==> config.mk <==
export PLATFORM = sky130hd
export DESIGN_NAME = rfa_top
export DESIGN_NICKNAME = d
export VERILOG_FILES = /design/src/rtl/rfa_pkg.sv /design/src/rtl/rfa_counter.sv /design/src/rtl/rfa_page.sv /design/src/rtl/rfa_bus.sv /design/src/rtl/rfa_top.sv
export SDC_FILE = /design/constraint.sdc
export NUM_CORES = 1
export LEC_CHECK = 0
export CAP_MARGIN = 5
export CORE_MARGIN = 8
export CORE_UTILIZATION = 41
export DETAILED_ROUTE_END_ITERATION = 10
export PLACE_DENSITY = 0.95
export SYNTH_ARGS = -nofsm -noshare
export SYNTH_HDL_FRONTEND = slang
export SYNTH_SLANG_ARGS = --single-unit
==> constraint.sdc <==
create_clock -name clk -period 2.85 [get_ports clk]
set_input_delay 0.57 -clock clk [delete_from_list [all_inputs] [get_ports clk]]
set_output_delay 0.57 -clock clk [all_outputs]
set_load 0.02 [all_outputs]
==> src/rtl/rfa_pkg.sv <==
package rfa_pkg;
   localparam int TS_W = 3;
   typedef enum logic [TS_W-1:0] {
      TS_IDLE = 3'd0,
      TS_T1   = 3'd1,
      TS_T2   = 3'd2,
      TS_T3   = 3'd3,
      TS_T4   = 3'd4
   } tstate_e;
endpackage

==> src/rtl/rfa_counter.sv <==
module rfa_counter #(
   parameter int W = 8
) (
   input  logic         clk,
   input  logic         rst_n,
   input  logic         adv,
   input  logic         ld,
   input  logic [W-1:0] ld_val,
   output logic [W-1:0] q
);
   localparam int LW = W - 1;

   if (W < 2) begin : g_bad_w
      $error("rfa_counter: W must be at least 2");
   end

   always_ff @(posedge clk or negedge rst_n) begin
      if (!rst_n)
         q <= '0;
      else if (ld)
         q <= ld_val;
      else if (adv)
         q <= {q[W-1], q[LW-1:0] + 1'b1};
   end


   low_step_chk: assert property (@(posedge clk) disable iff (!rst_n)
      (adv && !ld) |=> (q[LW-1:0] == LW'($past(q[LW-1:0]) + 1'b1)));

   msb_keep_chk: assert property (@(posedge clk) disable iff (!rst_n)
      (adv && !ld) |=> (q[W-1] == $past(q[W-1])));

   load_wins_chk: assert property (@(posedge clk) disable iff (!rst_n)
      ld |=> (q == $past(ld_val)));

   hold_chk: assert property (@(posedge clk) disable iff (!rst_n)
      (!adv && !ld) |=> $stable(q));
endmodule

==> src/rtl/rfa_page.sv <==
module rfa_page #(
   parameter int W = 8
) (
   input  logic         clk,
   input  logic         rst_n,
   input  logic         we,
   input  logic [W-1:0] din,
   output logic [W-1:0] q
);
   if (W < 1) begin : g_bad_w
      $error("rfa_page: W must be positive");
   end

   always_ff @(posedge clk or negedge rst_n) begin
      if (!rst_n)
         q <= '0;
      else if (we)
         q <= din;
   end


   pg_load_chk: assert property (@(posedge clk) disable iff (!rst_n)
      we |=> (q == $past(din)));

   pg_keep_chk: assert property (@(posedge clk) disable iff (!rst_n)
      !we |=> $stable(q));
endmodule

==> src/rtl/rfa_bus.sv <==
module rfa_bus
   import rfa_pkg::*;
#(
   parameter int CNT_W  = 8,
   parameter int PAGE_W = 8
) (
   input  logic                    fetch_cyc,
   input  logic [TS_W-1:0]         tstate,
   input  logic [CNT_W-1:0]        cnt,
   input  logic [PAGE_W-1:0]       page,
   output logic [PAGE_W+CNT_W-1:0] addr,
   output logic                    strobe_n
);
   logic win;

   always_comb begin
      win = fetch_cyc && ((tstate == TS_T3) || (tstate == TS_T4));
   end

   for (genvar i = 0; i < PAGE_W + CNT_W; i++) begin : g_bit
      if (i < CNT_W) begin : g_lo
         assign addr[i] = win & cnt[i];
      end else begin : g_hi
         assign addr[i] = win & page[i-CNT_W];
      end
   end

   assign strobe_n = ~win;
endmodule

==> src/rtl/rfa_top.sv <==
module rfa_top
   import rfa_pkg::*;
#(
   parameter int CNT_W  = 8,
   parameter int ADDR_W = 16
) (
   input  logic              clk,
   input  logic              rst_n,
   input  logic              fetch_cyc,
   input  logic [TS_W-1:0]   tstate,
   input  logic              cnt_ld,
   input  logic [CNT_W-1:0]  cnt_din,
   input  logic              pg_we,
   input  logic [ADDR_W-CNT_W-1:0] pg_din,
   output logic [CNT_W-1:0]  cnt_q,
   output logic [ADDR_W-1:0] rf_addr,
   output logic              rf_strobe_n
);
   localparam int PAGE_W = ADDR_W - CNT_W;

   if (ADDR_W <= CNT_W) begin : g_bad_aw
      $error("rfa_top: ADDR_W must exceed CNT_W");
   end

   logic              adv;
   logic [PAGE_W-1:0] page_q;

   assign adv = fetch_cyc && (tstate == TS_T2);

   rfa_counter #(.W(CNT_W)) u_cnt (
      .clk(clk), .rst_n(rst_n), .adv(adv), .ld(cnt_ld),
      .ld_val(cnt_din), .q(cnt_q)
   );

   rfa_page #(.W(PAGE_W)) u_pg (
      .clk(clk), .rst_n(rst_n), .we(pg_we), .din(pg_din), .q(page_q)
   );

   rfa_bus #(.CNT_W(CNT_W), .PAGE_W(PAGE_W)) u_bus (
      .fetch_cyc(fetch_cyc), .tstate(tstate), .cnt(cnt_q), .page(page_q),
      .addr(rf_addr), .strobe_n(rf_strobe_n)
   );


   strobe_win_chk: assert property (@(posedge clk) disable iff (!rst_n)
      !rf_strobe_n |-> (fetch_cyc && (tstate == TS_T3 || tstate == TS_T4)));

   strobe_idle_chk: assert property (@(posedge clk) disable iff (!rst_n)
      (fetch_cyc && tstate == TS_T3) |-> !rf_strobe_n);

   addr_quiet_chk: assert property (@(posedge clk) disable iff (!rst_n)
      rf_strobe_n |-> (rf_addr == '0));

   addr_low_chk: assert property (@(posedge clk) disable iff (!rst_n)
      !rf_strobe_n |-> (rf_addr[CNT_W-1:0] == cnt_q));

   reset_clear_chk: assert property (@(posedge clk)
      !rst_n |-> (cnt_q == '0 && rf_addr == '0));
endmodule

==> results of run 1 <==
## worst register-to-register path: cells and delay by family (launching register included)
| family | cells | cell delay (ps) |
|---|---|---|
| compound gates | 1 | 170 |
| fa+ha+maj | 1 | 220 |
| flops | 1 | 420 |
| simple gates | 2 | 510 |
## metal layers
layer / vias up / track usage, %
met5: - / 0
li1: 401 / -
met3: 3 / 5.56
met4: 0 / 5.13
met1: 367 / 13.8
met2: 36 / 18.9
## power by group through the flow
stage	clock (mW)	sequential (mW)	combinational, mW
6_report	0.150	0.266	0.150
3_3_place_gp	0	0.270	0.157
2_1_floorplan	0	0.280	0.0570
3_5_place_dp	0	0.272	0.160
5_1_grt	0.167	0.270	0.162
4_1_cts	0.155	0.267	0.154
## kinds of logic (layout without fill, tap and decap cells)
group | after synthesis | after routing | synth area share, %
AO/OA/AOI/OAI | 11 | 11 | 8.49
multiplexers | 10 | 10 | 12.6
AND/OR/NAND/NOR | 37 | 37 | 26.6
buffers and inverters | 7 | 61 | 4.67
adder cells (fa/ha/maj) | 1 | 1 | 1.41
XOR/XNOR | 1 | 1 | 0.990
flip-flops | 16 | 16 | 45.3
## sequential cells by signal, indices dropped and copies added, names as in the netlist
name     cells
u_cnt.q      8
u_pg.q       8
## what timing repair did
| item | 4_1_cts | 5_1_grt |
|---|---|---|
| setup buffers | 0 | 0 |
| resized for setup | 17 | 32 |
| setup endpoints to repair | 17 | 16 |
| hold endpoints to repair | 0 | 0 |
## final cells by class
cell class / instances / area share, %
repair buffers: 54 / 33.0
multi-input cells: 60 / 32.0
flip-flops and latches: 16 / 29.0
clock buffers: 4 / 2.62
well taps: 28 / 2.53
inverters: 3 / 0.814
## cells in the final DEF (no fill, tap or decap)
cell	count
clkdlybuf4s50_1	31
and2_1	16
clkbuf_2	16
dfrtp_1	16
mux2_1	9
nand2_1	5
nand3_1	5
buf_4	5
or4_1	4
nor2_1	3
a31oi_1	3
o21ai_1	3
clkbuf_4	3
inv_1	2
o31ai_1	2
o211ai_1	2
nand3b_1	1
or3b_1	1
a21boi_2	1
inv_2	1
nand4bb_4	1
or3_1	1
mux2i_1	1
xor2_1	1
ha_1	1
clkbuf_8	1
dlygate4sd2_1	1
buf_12	1
## per-stage QoR
step / TNS, ps / instances / hold slack (ps)
after floorplan: 0 / 83 / 274
after global placement: -3030 / 161 / 458
after detailed placement: -3900 / 161 / 467
after CTS: 0 / 165 / 489
after global routing: 0 / 165 / 498
final: 0 / 165 / 483
## final timing paths
kind,start,endpoint,slack (ps),depth (start not counted)
min in group asynchronous,rst_n,u_cnt.q[4],680,1
hold / removal,u_pg.q[3],u_pg.q[3],480,1
setup reg to reg,u_cnt.q[0],u_cnt.q[6],1470,4
max in group asynchronous,rst_n,u_cnt.q[1],1740,1
setup / recovery,tstate[2],rf_strobe_n,150,6
hold reg to reg,u_pg.q[3],u_pg.q[3],480,1
==> impl_metrics.env, run 1 <==
export IMPL_status="complete, no violations"
export IMPL_power_leakage_nw=0.604
export IMPL_vdd_ir_drop_max_v=0.000239
export IMPL_design_core_area_sq_um=2130
export IMPL_start_util_pct=41.6
export IMPL_skew_ps=5.76
export IMPL_layout_setup_ws_ps=148
export IMPL_nets=163
export IMPL_synth_edf_count=0
export IMPL_crit_type="input pin to primary output"
export IMPL_wl_met3_um=195
export IMPL_synth_area_per_cell_sq_um=10.7
export IMPL_fmax_ghz=0.370
export IMPL_synth_top_area_cell="dfrtp_1"
export IMPL_p_switching_mw=0.158
export IMPL_worst_path_buf_inv=4
export IMPL_cts_sinks=16
export IMPL_ant_nets=0
export IMPL_critPathTopFamily="buffers and inverters"
export IMPL_syn_inst=83
export IMPL_die_h_um=62.5
export IMPL_drt_met1_wl_um=982
export IMPL_wl_per_cell_um=13.8
export IMPL_grt_max_degree=17
export IMPL_utilization_pct=65.0
export IMPL_ys_seq_area_share_pct=45.3
export IMPL_pwr_share_clk_pct=26.5
export IMPL_rsz0062_at_grt="false"
export IMPL_cts_clk_slew_worst_paths_ps=80
export IMPL_fp_dieW_um=62.5
export IMPL_syn_nets=108
export IMPL_h_tree_depth=1
export IMPL_pwr_share_comb_pct=26.5
export IMPL_syn_to_final_growth_pct=56.3
export IMPL_p_seq_share_pct=47.0
export IMPL_ys_flop_type="dfrtp_1"
export IMPL_hold_viol=0
export IMPL_finalPower_mw=0.567
export IMPL_p_per_area_nw_per_um2=410
export IMPL_crit_path_end_kind="primary output"
export IMPL_drc_errors=0
export IMPL_syn_cell_area_sq_um=885
export IMPL_synth_area_leaders="dfrtp_1 (45%), mux2_1 (11%), and2_1 (11%)"
export IMPL_yosysUniqueCellTypes=23
export IMPL_dieArea_sq_um=3900
export IMPL_worst_setup_path_start_kind="input pin"
export IMPL_grt_usage_pct=12.1
export IMPL_seqCellArea_sq_um=400
export IMPL_p_sw_share_pct=27.8
export IMPL_yosys_area_top_type_share_pct=45.3
export IMPL_yosys_warnings=0
export IMPL_fill_cells=172
export IMPL_cts_tree="built"
export IMPL_clkLatencyLatePin_ps=300
export IMPL_cts_buffers=3
export IMPL_antenna_found_initial=0
export IMPL_ctsHoldBuffers=0
export IMPL_multi_input_area_sq_um=443
export IMPL_vias_per_cell=4.89
export IMPL_place_area_sq_um=1430
export IMPL_crit_arrival_ps=2130
export IMPL_firstDrtPassIters=4
export IMPL_drive_above_1_share_pct=21.2
export IMPL_root_buffer="clkbuf_4"
export IMPL_grt_overflow=0
export IMPL_cts_buffer_depth=2
export IMPL_antenna_cells=0
export IMPL_top_layer_used="met4"
export IMPL_place_hpwl_um=1870
export IMPL_worstMarginPinSlew_ps=672
export IMPL_slowest_stage="clkdlybuf4s50_1"
export IMPL_path_max_fanout=15
export IMPL_vias=807
export IMPL_drtIter0Drc=10
export IMPL_ios=49
export IMPL_maxSlewViolCount=0
export IMPL_place_ws_ps=-252
export IMPL_slew_headroom_pct=55.1
export IMPL_power_internal_mw=0.409
export IMPL_ys_async_sr_fraction_pct=100
export IMPL_numPortBuffers=48
export IMPL_routed_wl_um=2270
export IMPL_slowest_delay_ps=480
export IMPL_grt_pass1_wl_um=3910
export IMPL_finalCriticalPeriod_ps=2700
export IMPL_min_path_type="flop to flop"
export IMPL_ys_ff_latch=16
export IMPL_finalSetupViolCount=0
export IMPL_gp_congestion=0.725
export IMPL_cp_required_ps=2280
export IMPL_cp_cell_sequence="clkdlybuf4s50_1 > or3b_1 > a21boi_2 > buf_12 > inv_2 > dlygate4sd2_1"
export IMPL_post_route_period_util_pct=94.8
export IMPL_synth_common_cells="and2_1 (16), dfrtp_1 (16), mux2_1 (9), nand2_1 (5), nand3_1 (5)"
export IMPL_rows=17
export IMPL_route_met2_wl_um=1060
export IMPL_fin_area_sq_um=1380
export IMPL_drv_cap=0
export IMPL_grt_pass1_vias=838
Power figures use the tool's default switching activity.
==> run 2, diff against run 1 <==
ABC_CLOCK_PERIOD_IN_PS = 2850   (was not set)
CORE_UTILIZATION = 36   (was 41)
PLACE_DENSITY = 0.86   (was 0.95)
==> impl_metrics.env, run 2 (synthesis results as in run 1) <==
export IMPL_status="complete, no violations"
export IMPL_power_leakage_nw=0.618
export IMPL_finalPower_mw=0.569
export IMPL_reg_top3="u_cnt.q: 8 flops, u_pg.q: 8 flops"
export IMPL_die_h_um=65.6
export IMPL_cts_setup_buffers=0
export IMPL_syn_to_final_growth_pct=63.5
export IMPL_vias=843
export IMPL_r2r_start="u_cnt.q[0]"
export IMPL_nets=163
export IMPL_crit_arrival_ps=2210
export IMPL_cp_cell_sequence="clkdlybuf4s50_1 > or3b_1 > a21boi_2 > buf_4 > and2_1 > dlygate4sd2_1"
export IMPL_grt_max_degree=17
export IMPL_crit_type="input pin to primary output"
export IMPL_maxSlewViolCount=0
export IMPL_reg2reg_slack_ps=1400
export IMPL_holdWs_ps=488
export IMPL_worst_setup_path_start_kind="input pin"
export IMPL_ant_nets=0
export IMPL_hold_viol=0
export IMPL_cts_clk_slew_worst_paths_ps=90
export IMPL_ios=49
export IMPL_rsz0062_at_grt="false"
export IMPL_design_core_area_sq_um=2410
export IMPL_skew_ps=2.98
export IMPL_cts_sinks=16
export IMPL_vdd_ir_drop_max_v=0.000252
export IMPL_mostFrequentLayoutCells="clkdlybuf4s50_1 (31), and2_1 (16), dfrtp_1 (16)"
export IMPL_slew_headroom_pct=52.3
export IMPL_routed_wl_um=2590
export IMPL_firstDrtPassIters=5
export IMPL_wl_per_cell_um=15.5
export IMPL_finalCriticalPeriod_ps=2780
export IMPL_cp_required_ps=2280
export IMPL_slowest_stage="clkdlybuf4s50_1"
export IMPL_clkLatencyLatePin_ps=280
export IMPL_post_route_period_util_pct=97.7
export IMPL_layout_commonest_cell="clkdlybuf4s50_1"
export IMPL_setup_tns_final_ps=0
export IMPL_fp_dieW_um=65.6
export IMPL_cts_buffers=3
export IMPL_h_tree_depth=1
export IMPL_grt_overflow=0
export IMPL_gp_congestion=0.738
export IMPL_finalSetupViolCount=0
export IMPL_grt_usage_pct=12.3
export IMPL_path_max_fanout=8
export IMPL_rows=18
export IMPL_worstMarginPinSlew_ps=713
export IMPL_drc_errors=0
export IMPL_multi_input_area_sq_um=443
export IMPL_hp_start="u_pg.q[7]"
export IMPL_hold_path_depth=1
export IMPL_cts_tree="built"
export IMPL_place_hpwl_um=2180
export IMPL_start_util_pct=36.7
export IMPL_numPortBuffers=48
export IMPL_r2r_cells=4
export IMPL_p_per_area_nw_per_um2=393
export IMPL_r2r_end="u_cnt.q[6]"
export IMPL_antenna_found_initial=0
export IMPL_crit_path_end_kind="primary output"
export IMPL_drv_cap=0
export IMPL_antenna_cells=0
export IMPL_drtIter0Drc=39
export IMPL_fmax_ghz=0.359
export IMPL_dieArea_sq_um=4300
export IMPL_cts_buffer_depth=2
export IMPL_slowest_delay_ps=480
export IMPL_vias_per_cell=5.05
export IMPL_grt_pass1_vias=907
export IMPL_drive_above_1_share_pct=9.49
export IMPL_hold_path_end="u_pg.q[7]"
export IMPL_seqCellArea_sq_um=400
export IMPL_min_path_type="flop to flop"
export IMPL_root_buffer="clkbuf_4"
export IMPL_fill_cells=212
export IMPL_grt_pass1_wl_um=4200
-- run 2: changes by cell type in the layout (fill, tap and decap cells not counted), sizes merged --
| cell | change |
|---|---|
| dlygate4sd2 | +5 |
| clkdlybuf4s15 | +11 |
| clkbuf | -16 |
-- run 2: how the worst max path moves through the flow --
stage / start / endpoint / slack (ps) / depth (start not counted)
after detailed placement: tstate[2] / rf_addr[13] / -230 / 6
after global routing: tstate[2] / rf_addr[13] / 6 / 6
after floorplan: tstate[0] / rf_addr[10] / 720 / 4
after CTS: tstate[2] / rf_addr[13] / 50 / 6
final: tstate[2] / rf_addr[5] / 70 / 6
after global placement: tstate[2] / rf_addr[2] / -180 / 6
-- run 2: power breakdown --
group,total [mW],internal [mW],switching (mW)
logic,0.154,0.0839,0.0705
registers,0.267,0.249,0.0181
clock network,0.148,0.0777,0.0700
-- run 2: what timing repair did --
action | CTS | global route
resized for setup | 17 | 11
hold buffers | 0 | 0
hold endpoints to repair | 0 | 0
setup endpoints to repair | 17 | 11
-- run 2: final cells by class --
cell class                 instances  area share, %
inverter                           3          0.779
tap                               30           2.60
sequential                        16           27.7
timing repair buffer              54           35.8
multi-input combinational         60           30.6
clock buffer                       4           2.51
-- run 2: through the flow --
stage | instances | instance area, sq um | setup WS, ps | util [%]
global route | 167 | 1450 | 6.06 | 60.0
global placement | 163 | 1420 | -183 | 58.8
detailed placement | 163 | 1420 | -226 | 58.8
finish | 167 | 1450 | 66.2 | 60.0
CTS | 167 | 1430 | 47.3 | 59.4
floorplan | 83 | 885 | 720 | -
-- run 2: per-layer routing --
layer,up-vias,routed length [um],global-route usage [%]
li1,400,-,-
met1,393,958,12.1
met2,46,1320,22.0
met3,4,280,5.61
met4,0,34,4.90
met5,-,0,0
-- run 2: critical path: cells and delay by family --
kind | cells | cell delay, ps
compound gates | 1 | 160
buf+inv | 3 | 970
simple gates | 2 | 500
==> run 3, diff against run 2 <==
CTS_CLUSTER_DIAMETER = 120   (was not set)
==> results of run 3 <==
No change in the layout: final DEF, timing and power equal those of run 2.
